`src/rtl/seg_alloc_pkg.sv`:
```
package seg_alloc_pkg;
    parameter int N_PORTS = 8;
    parameter int SPEEDUP = 2;
    parameter int TAG_W   = 4;

    localparam int ENT    = 2 * N_PORTS;
    localparam int ADDR_W = $clog2(N_PORTS);
    localparam int SUM_W  = $clog2(SPEEDUP) + 1;
    localparam int NSTG   = $clog2(ENT);
    localparam int LAT    = NSTG + 1;

    typedef logic [SUM_W-1:0] cnt_t;

    typedef struct packed {
        logic              act;
        logic [ADDR_W-1:0] dest;
        logic              req;
        cnt_t              fld;
        logic [TAG_W-1:0]  tag;
    } entry_t;

    typedef struct packed {
        logic             brk;
        logic             act;
        logic             req;
        cnt_t             sum;
        logic [TAG_W-1:0] tag;
    } scan_t;

    function automatic cnt_t sat_add(cnt_t a, cnt_t b);
        logic [SUM_W:0] t;
        t = {1'b0, a} + {1'b0, b};
        if (int'(t) > SPEEDUP) return cnt_t'(SPEEDUP);
        return t[SUM_W-1:0];
    endfunction
endpackage

```
`src/rtl/seg_seed.sv`:
```
module seg_seed
    import seg_alloc_pkg::*;
(
    input  entry_t [ENT-1:0] ent_i,
    output scan_t  [ENT-1:0] seed_o
);
    generate
        for (genvar i = 0; i < ENT; i++) begin : g_pos
            logic brk;
            cnt_t add;
            if (i == 0) begin : g_first
                assign brk = 1'b1;
                assign add = (ent_i[0].act && !ent_i[0].req) ? sat_add(ent_i[0].fld, '0) : '0;
            end else begin : g_rest
                assign brk = !ent_i[i-1].act || (ent_i[i].dest != ent_i[i-1].dest);
                always_comb begin
                    if (!ent_i[i].act)
                        add = '0;
                    else if (!ent_i[i].req)
                        add = sat_add(ent_i[i].fld, '0);
                    else if (!brk && ent_i[i-1].req)
                        add = cnt_t'(1);
                    else
                        add = '0;
                end
            end
            assign seed_o[i] = '{brk: brk, act: ent_i[i].act, req: ent_i[i].req,
                                 sum: add, tag: ent_i[i].tag};
        end
    endgenerate
endmodule

```
`src/rtl/seg_scan_stage.sv`:
```
module seg_scan_stage
    import seg_alloc_pkg::*;
#(
    parameter int DIST = 1
) (
    input  logic            clk,
    input  logic            rst,
    input  logic            v_i,
    input  scan_t [ENT-1:0] d_i,
    output logic            v_o,
    output scan_t [ENT-1:0] q_o
);
    scan_t [ENT-1:0] nxt;

    generate
        for (genvar i = 0; i < ENT; i++) begin : g_pos
            if (i < DIST) begin : g_pass
                assign nxt[i] = d_i[i];
            end else begin : g_comb
                always_comb begin
                    nxt[i] = d_i[i];
                    if (!d_i[i].brk) begin
                        nxt[i].sum = sat_add(d_i[i].sum, d_i[i-DIST].sum);
                        nxt[i].brk = d_i[i-DIST].brk;
                    end
                end
            end
        end
    endgenerate

    always_ff @(posedge clk) begin
        if (rst) begin
            v_o <= 1'b0;
            q_o <= '0;
        end else begin
            v_o <= v_i;
            q_o <= nxt;
        end
    end

    AST_STAGE_VALID_ON: assert property (@(posedge clk) disable iff (rst) v_i |=> v_o);
    AST_STAGE_VALID_OFF: assert property (@(posedge clk) disable iff (rst) !v_i |=> !v_o);
    AST_POS0_KEPT: assert property (@(posedge clk) disable iff (rst) v_i |=> q_o[0] == $past(d_i[0]));
endmodule

```
`src/rtl/seg_rank_alloc.sv`:
```
module seg_rank_alloc
    import seg_alloc_pkg::*;
(
    input  logic                    clk,
    input  logic                    rst,
    input  logic                    in_valid,
    input  logic [ENT-1:0]          in_act,
    input  logic [ENT*ADDR_W-1:0]   in_dest,
    input  logic [ENT-1:0]          in_req,
    input  logic [ENT*SUM_W-1:0]    in_fld,
    input  logic [ENT*TAG_W-1:0]    in_tag,
    output logic                    out_valid,
    output logic [ENT-1:0]          out_req,
    output logic [ENT*TAG_W-1:0]    out_tag,
    output logic [ENT*SUM_W-1:0]    out_rank,
    output logic [ENT-1:0]          out_deny
);
    entry_t [ENT-1:0] ent;
    scan_t  [ENT-1:0] seed;
    scan_t  [ENT-1:0] pipe [NSTG+1];
    logic             vld  [NSTG+1];

    always_comb begin
        for (int i = 0; i < ENT; i++) begin
            ent[i].act  = in_act[i];
            ent[i].dest = in_dest[i*ADDR_W +: ADDR_W];
            ent[i].req  = in_req[i];
            ent[i].fld  = in_fld[i*SUM_W +: SUM_W];
            ent[i].tag  = in_tag[i*TAG_W +: TAG_W];
        end
    end

    seg_seed u_seed (.ent_i(ent), .seed_o(seed));

    always_ff @(posedge clk) begin
        if (rst) begin
            vld[0]  <= 1'b0;
            pipe[0] <= '0;
        end else begin
            vld[0]  <= in_valid;
            pipe[0] <= seed;
        end
    end

    generate
        for (genvar s = 0; s < NSTG; s++) begin : g_stage
            seg_scan_stage #(.DIST(1 << s)) u_stage (
                .clk(clk), .rst(rst),
                .v_i(vld[s]), .d_i(pipe[s]),
                .v_o(vld[s+1]), .q_o(pipe[s+1])
            );
        end
    endgenerate

    assign out_valid = vld[NSTG];

    always_comb begin
        for (int i = 0; i < ENT; i++) begin
            out_req[i]                  = pipe[NSTG][i].req;
            out_tag[i*TAG_W +: TAG_W]   = pipe[NSTG][i].tag;
            out_rank[i*SUM_W +: SUM_W]  = pipe[NSTG][i].sum;
            out_deny[i] = pipe[NSTG][i].act && pipe[NSTG][i].req &&
                          (int'(pipe[NSTG][i].sum) >= SPEEDUP);
        end
    end

    generate
        for (genvar i = 0; i < ENT; i++) begin : g_chk
            AST_RANK_CAP: assert property (@(posedge clk) disable iff (rst)
                out_valid |-> int'(pipe[NSTG][i].sum) <= SPEEDUP);
            AST_DENY_ONLY_REQ: assert property (@(posedge clk) disable iff (rst)
                (out_valid && out_deny[i]) |-> out_req[i]);
            AST_SEED_REQ_STEP: assert property (@(posedge clk) disable iff (rst)
                (vld[0] && pipe[0][i].req) |-> int'(pipe[0][i].sum) <= 1);
            AST_IDLE_ZERO: assert property (@(posedge clk) disable iff (rst)
                (vld[0] && !pipe[0][i].act) |-> pipe[0][i].sum == '0);
        end
    endgenerate
endmodule

```
`config.mk`:
```
export PLATFORM = sky130hd
export DESIGN_NAME = seg_rank_alloc
export DESIGN_NICKNAME = d
export VERILOG_FILES = /design/src/rtl/seg_alloc_pkg.sv /design/src/rtl/seg_seed.sv /design/src/rtl/seg_scan_stage.sv /design/src/rtl/seg_rank_alloc.sv
export SDC_FILE = /design/constraint.sdc
export NUM_CORES = 1
export LEC_CHECK = 0
export BUFFER_PORTS_ARGS = -buffer_cell sky130_fd_sc_hd__buf_2
export CAP_MARGIN = 20
export CORE_ASPECT_RATIO = 1.5
export CORE_MARGIN = 5
export CORE_UTILIZATION = 48
export DETAILED_ROUTE_END_ITERATION = 12
export HOLD_SLACK_MARGIN = 0.08
export PLACE_DENSITY = 0.77
export SLEW_MARGIN = 30
export SYNTH_ARGS = -nofsm -noshare
export SYNTH_HDL_FRONTEND = slang
export SYNTH_SLANG_ARGS = --single-unit
```
`constraint.sdc`:
```
create_clock -name clk -period 4.45 [get_ports clk]
set_clock_uncertainty 0.15 [all_clocks]
set_input_delay 0.89 -clock clk [delete_from_list [all_inputs] [get_ports clk]]
set_output_delay 0.89 -clock clk [all_outputs]
set_load 0.005 [all_outputs]
```
==> results.sh <==
export IMPL_power_share_combinational_pct=5.2
export IMPL_core_area_sq_um=48400
export IMPL_drt_drc_violations_left=0
export IMPL_max_slew_margin_pct=35.0
export IMPL_grt_util_all_layers_pct=15.4
export IMPL_timing_final_crit_period_ps=2420
export IMPL_crit_path_end_kind="output pin"
export IMPL_cp_arrival_ps=1380
export IMPL_root_buffer="sky130_fd_sc_hd__clkbuf_16"
export IMPL_synth_top_cell_by_area="sky130_fd_sc_hd__dfxtp_1"
export IMPL_postSynthNetCount=2293
export IMPL_worstSetupPathType="reg2out"
export IMPL_cts_setup_buffers=0
export IMPL_wirelength_um=41400
export IMPL_filler_cell_count=4022
export IMPL_worstSetupStartpointType="flop"
export IMPL_synth_most_common_cell="sky130_fd_sc_hd__dfxtp_1"
export IMPL_critical_path_reg2reg_endpoint="g_stage[1].u_stage.q_o[112]"
export IMPL_worst_setup_slack_final_ps=2030
export IMPL_final_antenna_net_count=0
export IMPL_sink_count_of_the_clock_tree=694
export IMPL_synthTopCellsByCount="sky130_fd_sc_hd__dfxtp_1, sky130_fd_sc_hd__nor2b_1, sky130_fd_sc_hd__nor2_1, sky130_fd_sc_hd__buf_4, sky130_fd_sc_hd__nor4b_1"
export IMPL_multi_input_area_sq_um=8200
export IMPL_seq_power_share_pct=52.9
export IMPL_reg2reg_from="g_stage[0].u_stage.q_o[112]"
export IMPL_synth_area_sq_um=23400
export IMPL_hp_start="g_stage[2].u_stage.q_o[19]"
export IMPL_ctsHoldBuffers=0
export IMPL_power_per_cell_area_nw_per_um2=467
export IMPL_gp_congestion=0.815
export IMPL_worst_vdd_drop_mv=0.273
export IMPL_peak_freq_ghz=0.413
export IMPL_setup_viol=0
export IMPL_yosys_most_used_dff="sky130_fd_sc_hd__dfxtp_1"
export IMPL_reg2reg_setup_slack_ps=2610
export IMPL_netlist_area_leader_share_pct=59.5
export IMPL_ys_warnings_count=0
export IMPL_wl_per_cell_um=14.2
export IMPL_grt_pass1_wl_um=67400
export IMPL_synth_yosys_seq_area_share_pct=59.5
export IMPL_syn_avg_cell_area_sq_um=11.6
export IMPL_p_sw_share_pct=21.2
export IMPL_drive_gt1_share_pct=21.3
export IMPL_grt_pass1_vias=13800
export IMPL_via_count=13400
export IMPL_run_status="finished clean"
export IMPL_antenna_found_initial=1
export IMPL_cts_buffers=58
export IMPL_finalCritPeriodShare_pct=54.4
export IMPL_place_ws_ps=1770
export IMPL_number_of_enable_type_register_cells_in_the_synthesized_netlist=0
export IMPL_finish_net_count=2487
export IMPL_netlist_cell_type_count=31
export IMPL_regArea_sq_um=13900
export IMPL_area_of_the_die_sq_um=53300
export IMPL_required_ps=3410
export IMPL_netSwitchingPower_mw=2.64
export IMPL_first_pass_iters=6
export IMPL_total_leakage_power_nw=11.7
export IMPL_synth_seq_cells=694
export IMPL_number_of_standard_cells_after_synthesis=2016
export IMPL_asyncSetResetFlopFracSynth_pct=0
export IMPL_path_clk_slew_ps=70
export IMPL_power_report_internal_total_mw=9.81
export IMPL_timing_hold_worst_class="reg2reg"
export IMPL_worst_r2r_cell_count=5
export IMPL_initial_core_util_pct=48.2
export IMPL_endpoint_of_the_worst_hold_path="g_stage[3].u_stage.q_o[19]"
export IMPL_share_clk_of_total_power_pct=41.9
export IMPL_floorplan_rows=99
export IMPL_die_h_um=280
export IMPL_placement_io_buffers=307
export IMPL_crit_chain="and3_1, buf_2"
export IMPL_max_cap_viol_count=0
export IMPL_drt_initial_violations=429
export IMPL_timing_hold_worst_path_depth=1
export IMPL_cts_resized_gates=0
export IMPL_totalNegativeSetupSlack_ps=0
export IMPL_clockBufferDepth=3
export IMPL_grt_setup_unrepaired="false"
export IMPL_slew_of_the_pin_with_the_lowest_slew_margin_ps=974
export IMPL_globalRouteOverflowTotal=0
export IMPL_p_total_mw=12.4
export IMPL_timing_critical_path_fanout_max=2
export IMPL_worst_path_largest_cell_delay_ps=490
export IMPL_tritoncts_clock_tree="done"
export IMPL_grt_start_max_net_pins=135
export IMPL_fp_dieW_um=190
export IMPL_critical_path_slowest_cell="sky130_fd_sc_hd__dfxtp_1"
export IMPL_detailed_place_hpwl_um=30500
export IMPL_pin_count=308
export IMPL_number_of_hold_violations_in_the_final_report=0
export IMPL_avgViaCountPerCell=4.59
export IMPL_clock_insertion_delay_worst_skew_ps=590
export IMPL_synth_area_leaders="sky130_fd_sc_hd__dfxtp_1, sky130_fd_sc_hd__nor2b_1, sky130_fd_sc_hd__fa_1"
export IMPL_final_max_slew_violation_count=0
export IMPL_area_growth_pct=14.1
export IMPL_h_tree_depth=2
## layout by cell type, fill, tap and decap left out, drive strengths merged
| cell | n |
|---|---|
| xnor2 | 27 |
| buf | 320 |
| clkinvlp | 3 |
| diode | 1 |
| nor2 | 123 |
| clkinv | 14 |
| nor3 | 98 |
| xor2 | 18 |
| nor3b | 7 |
| clkbuf | 88 |
| or3b | 1 |
| and3b | 15 |
| nor4b | 55 |
| dfxtp | 694 |
| and3 | 17 |
| a41oi | 1 |
| and2b | 42 |
| a21boi | 1 |
| nor2b | 529 |
| inv | 3 |
| bufinv | 4 |
| nand3b | 8 |
| fa | 49 |
| nand2b | 1 |
| a21oi | 49 |
| o22ai | 8 |
| nand4 | 9 |
| o21a | 6 |
| ha | 49 |
| nor4 | 7 |
| nand3 | 14 |
## flip-flops by register name, indices dropped and copies added, names as in the netlist
| signal | flops |
|---|---|
| vld | 1 |
| g_stage.u_stage.q_o | 546 |
| g_stage.u_stage.v_o | 4 |
| pipe | 143 |
## how the worst max path moves through the flow
stage / from / end / depth (start not counted)
finish: g_stage[3].u_stage.q_o[77] / out_deny[8] / 2
global route: g_stage[3].u_stage.q_o[77] / out_deny[8] / 2
CTS: g_stage[3].u_stage.q_o[77] / out_deny[8] / 2
detailed placement: rst / g_stage[1].u_stage.q_o[19] / 3
global placement: rst / g_stage[1].u_stage.q_o[19] / 3
floorplan: rst / g_stage[0].u_stage.q_o[110] / 4
## layer usage
metal  wire length [um]  track usage [%]  vias to the layer above
li1                   -                -                     6773
met1              15800             16.9                     6202
met2              21600             28.3                      301
met3               1960             2.58                      102
met4               2000             7.74                        0
met5                  0                0                        -
## critical path: cells and delay by family, from the launching register on
kind                   cells  cell delay, ps
AND/OR/NAND/NOR            1             190
flip-flops                 1             490
buffers and inverters      1             110
## area by class of cell
| class | count | share of cell area (%) |
|---|---|---|
| flip-flops and latches | 694 | 52.1 |
| multi-input cells | 1134 | 30.8 |
| clock buffers | 88 | 6.81 |
| repair buffers | 320 | 6.26 |
| well taps | 656 | 3.08 |
| clock inverters | 22 | 0.925 |
| inverters | 2 | 0.0282 |
| diodes | 1 | 0.00939 |
## power groups by stage
stage	clock network, mW	registers (mW)	logic, mW
after floorplan	0	6.67	0.479
after global placement	0	6.72	0.625
after detailed placement	0	6.73	0.651
after CTS	5.38	6.59	0.655
after global routing	5.66	6.61	0.730
final	5.22	6.59	0.643
## cells by family after synthesis
logic type,Yosys count,synth area share [%]
and+or+nand+nor,926,25.1
DFF,694,59.5
buffers and inverters,188,5.42
adders and majority gates,98,6.82
AOI/OAI and AO/OA,65,1.53
xor gates and xnor gates,45,1.69
## stage by stage
stage          util [%]  instances  instance area [sq um]  hold slack (ps)
2_1_floorplan         -       2016                  23400              261
3_3_place_gp       50.8       2806                  24600              265
3_5_place_dp       50.8       2806                  24600              270
4_1_cts            55.0       2916                  26700              283
5_1_grt            55.0       2917                  26700              293
6_report           55.0       2917                  26700              280
No activity file was read; power rests on OpenSTA's default activity.
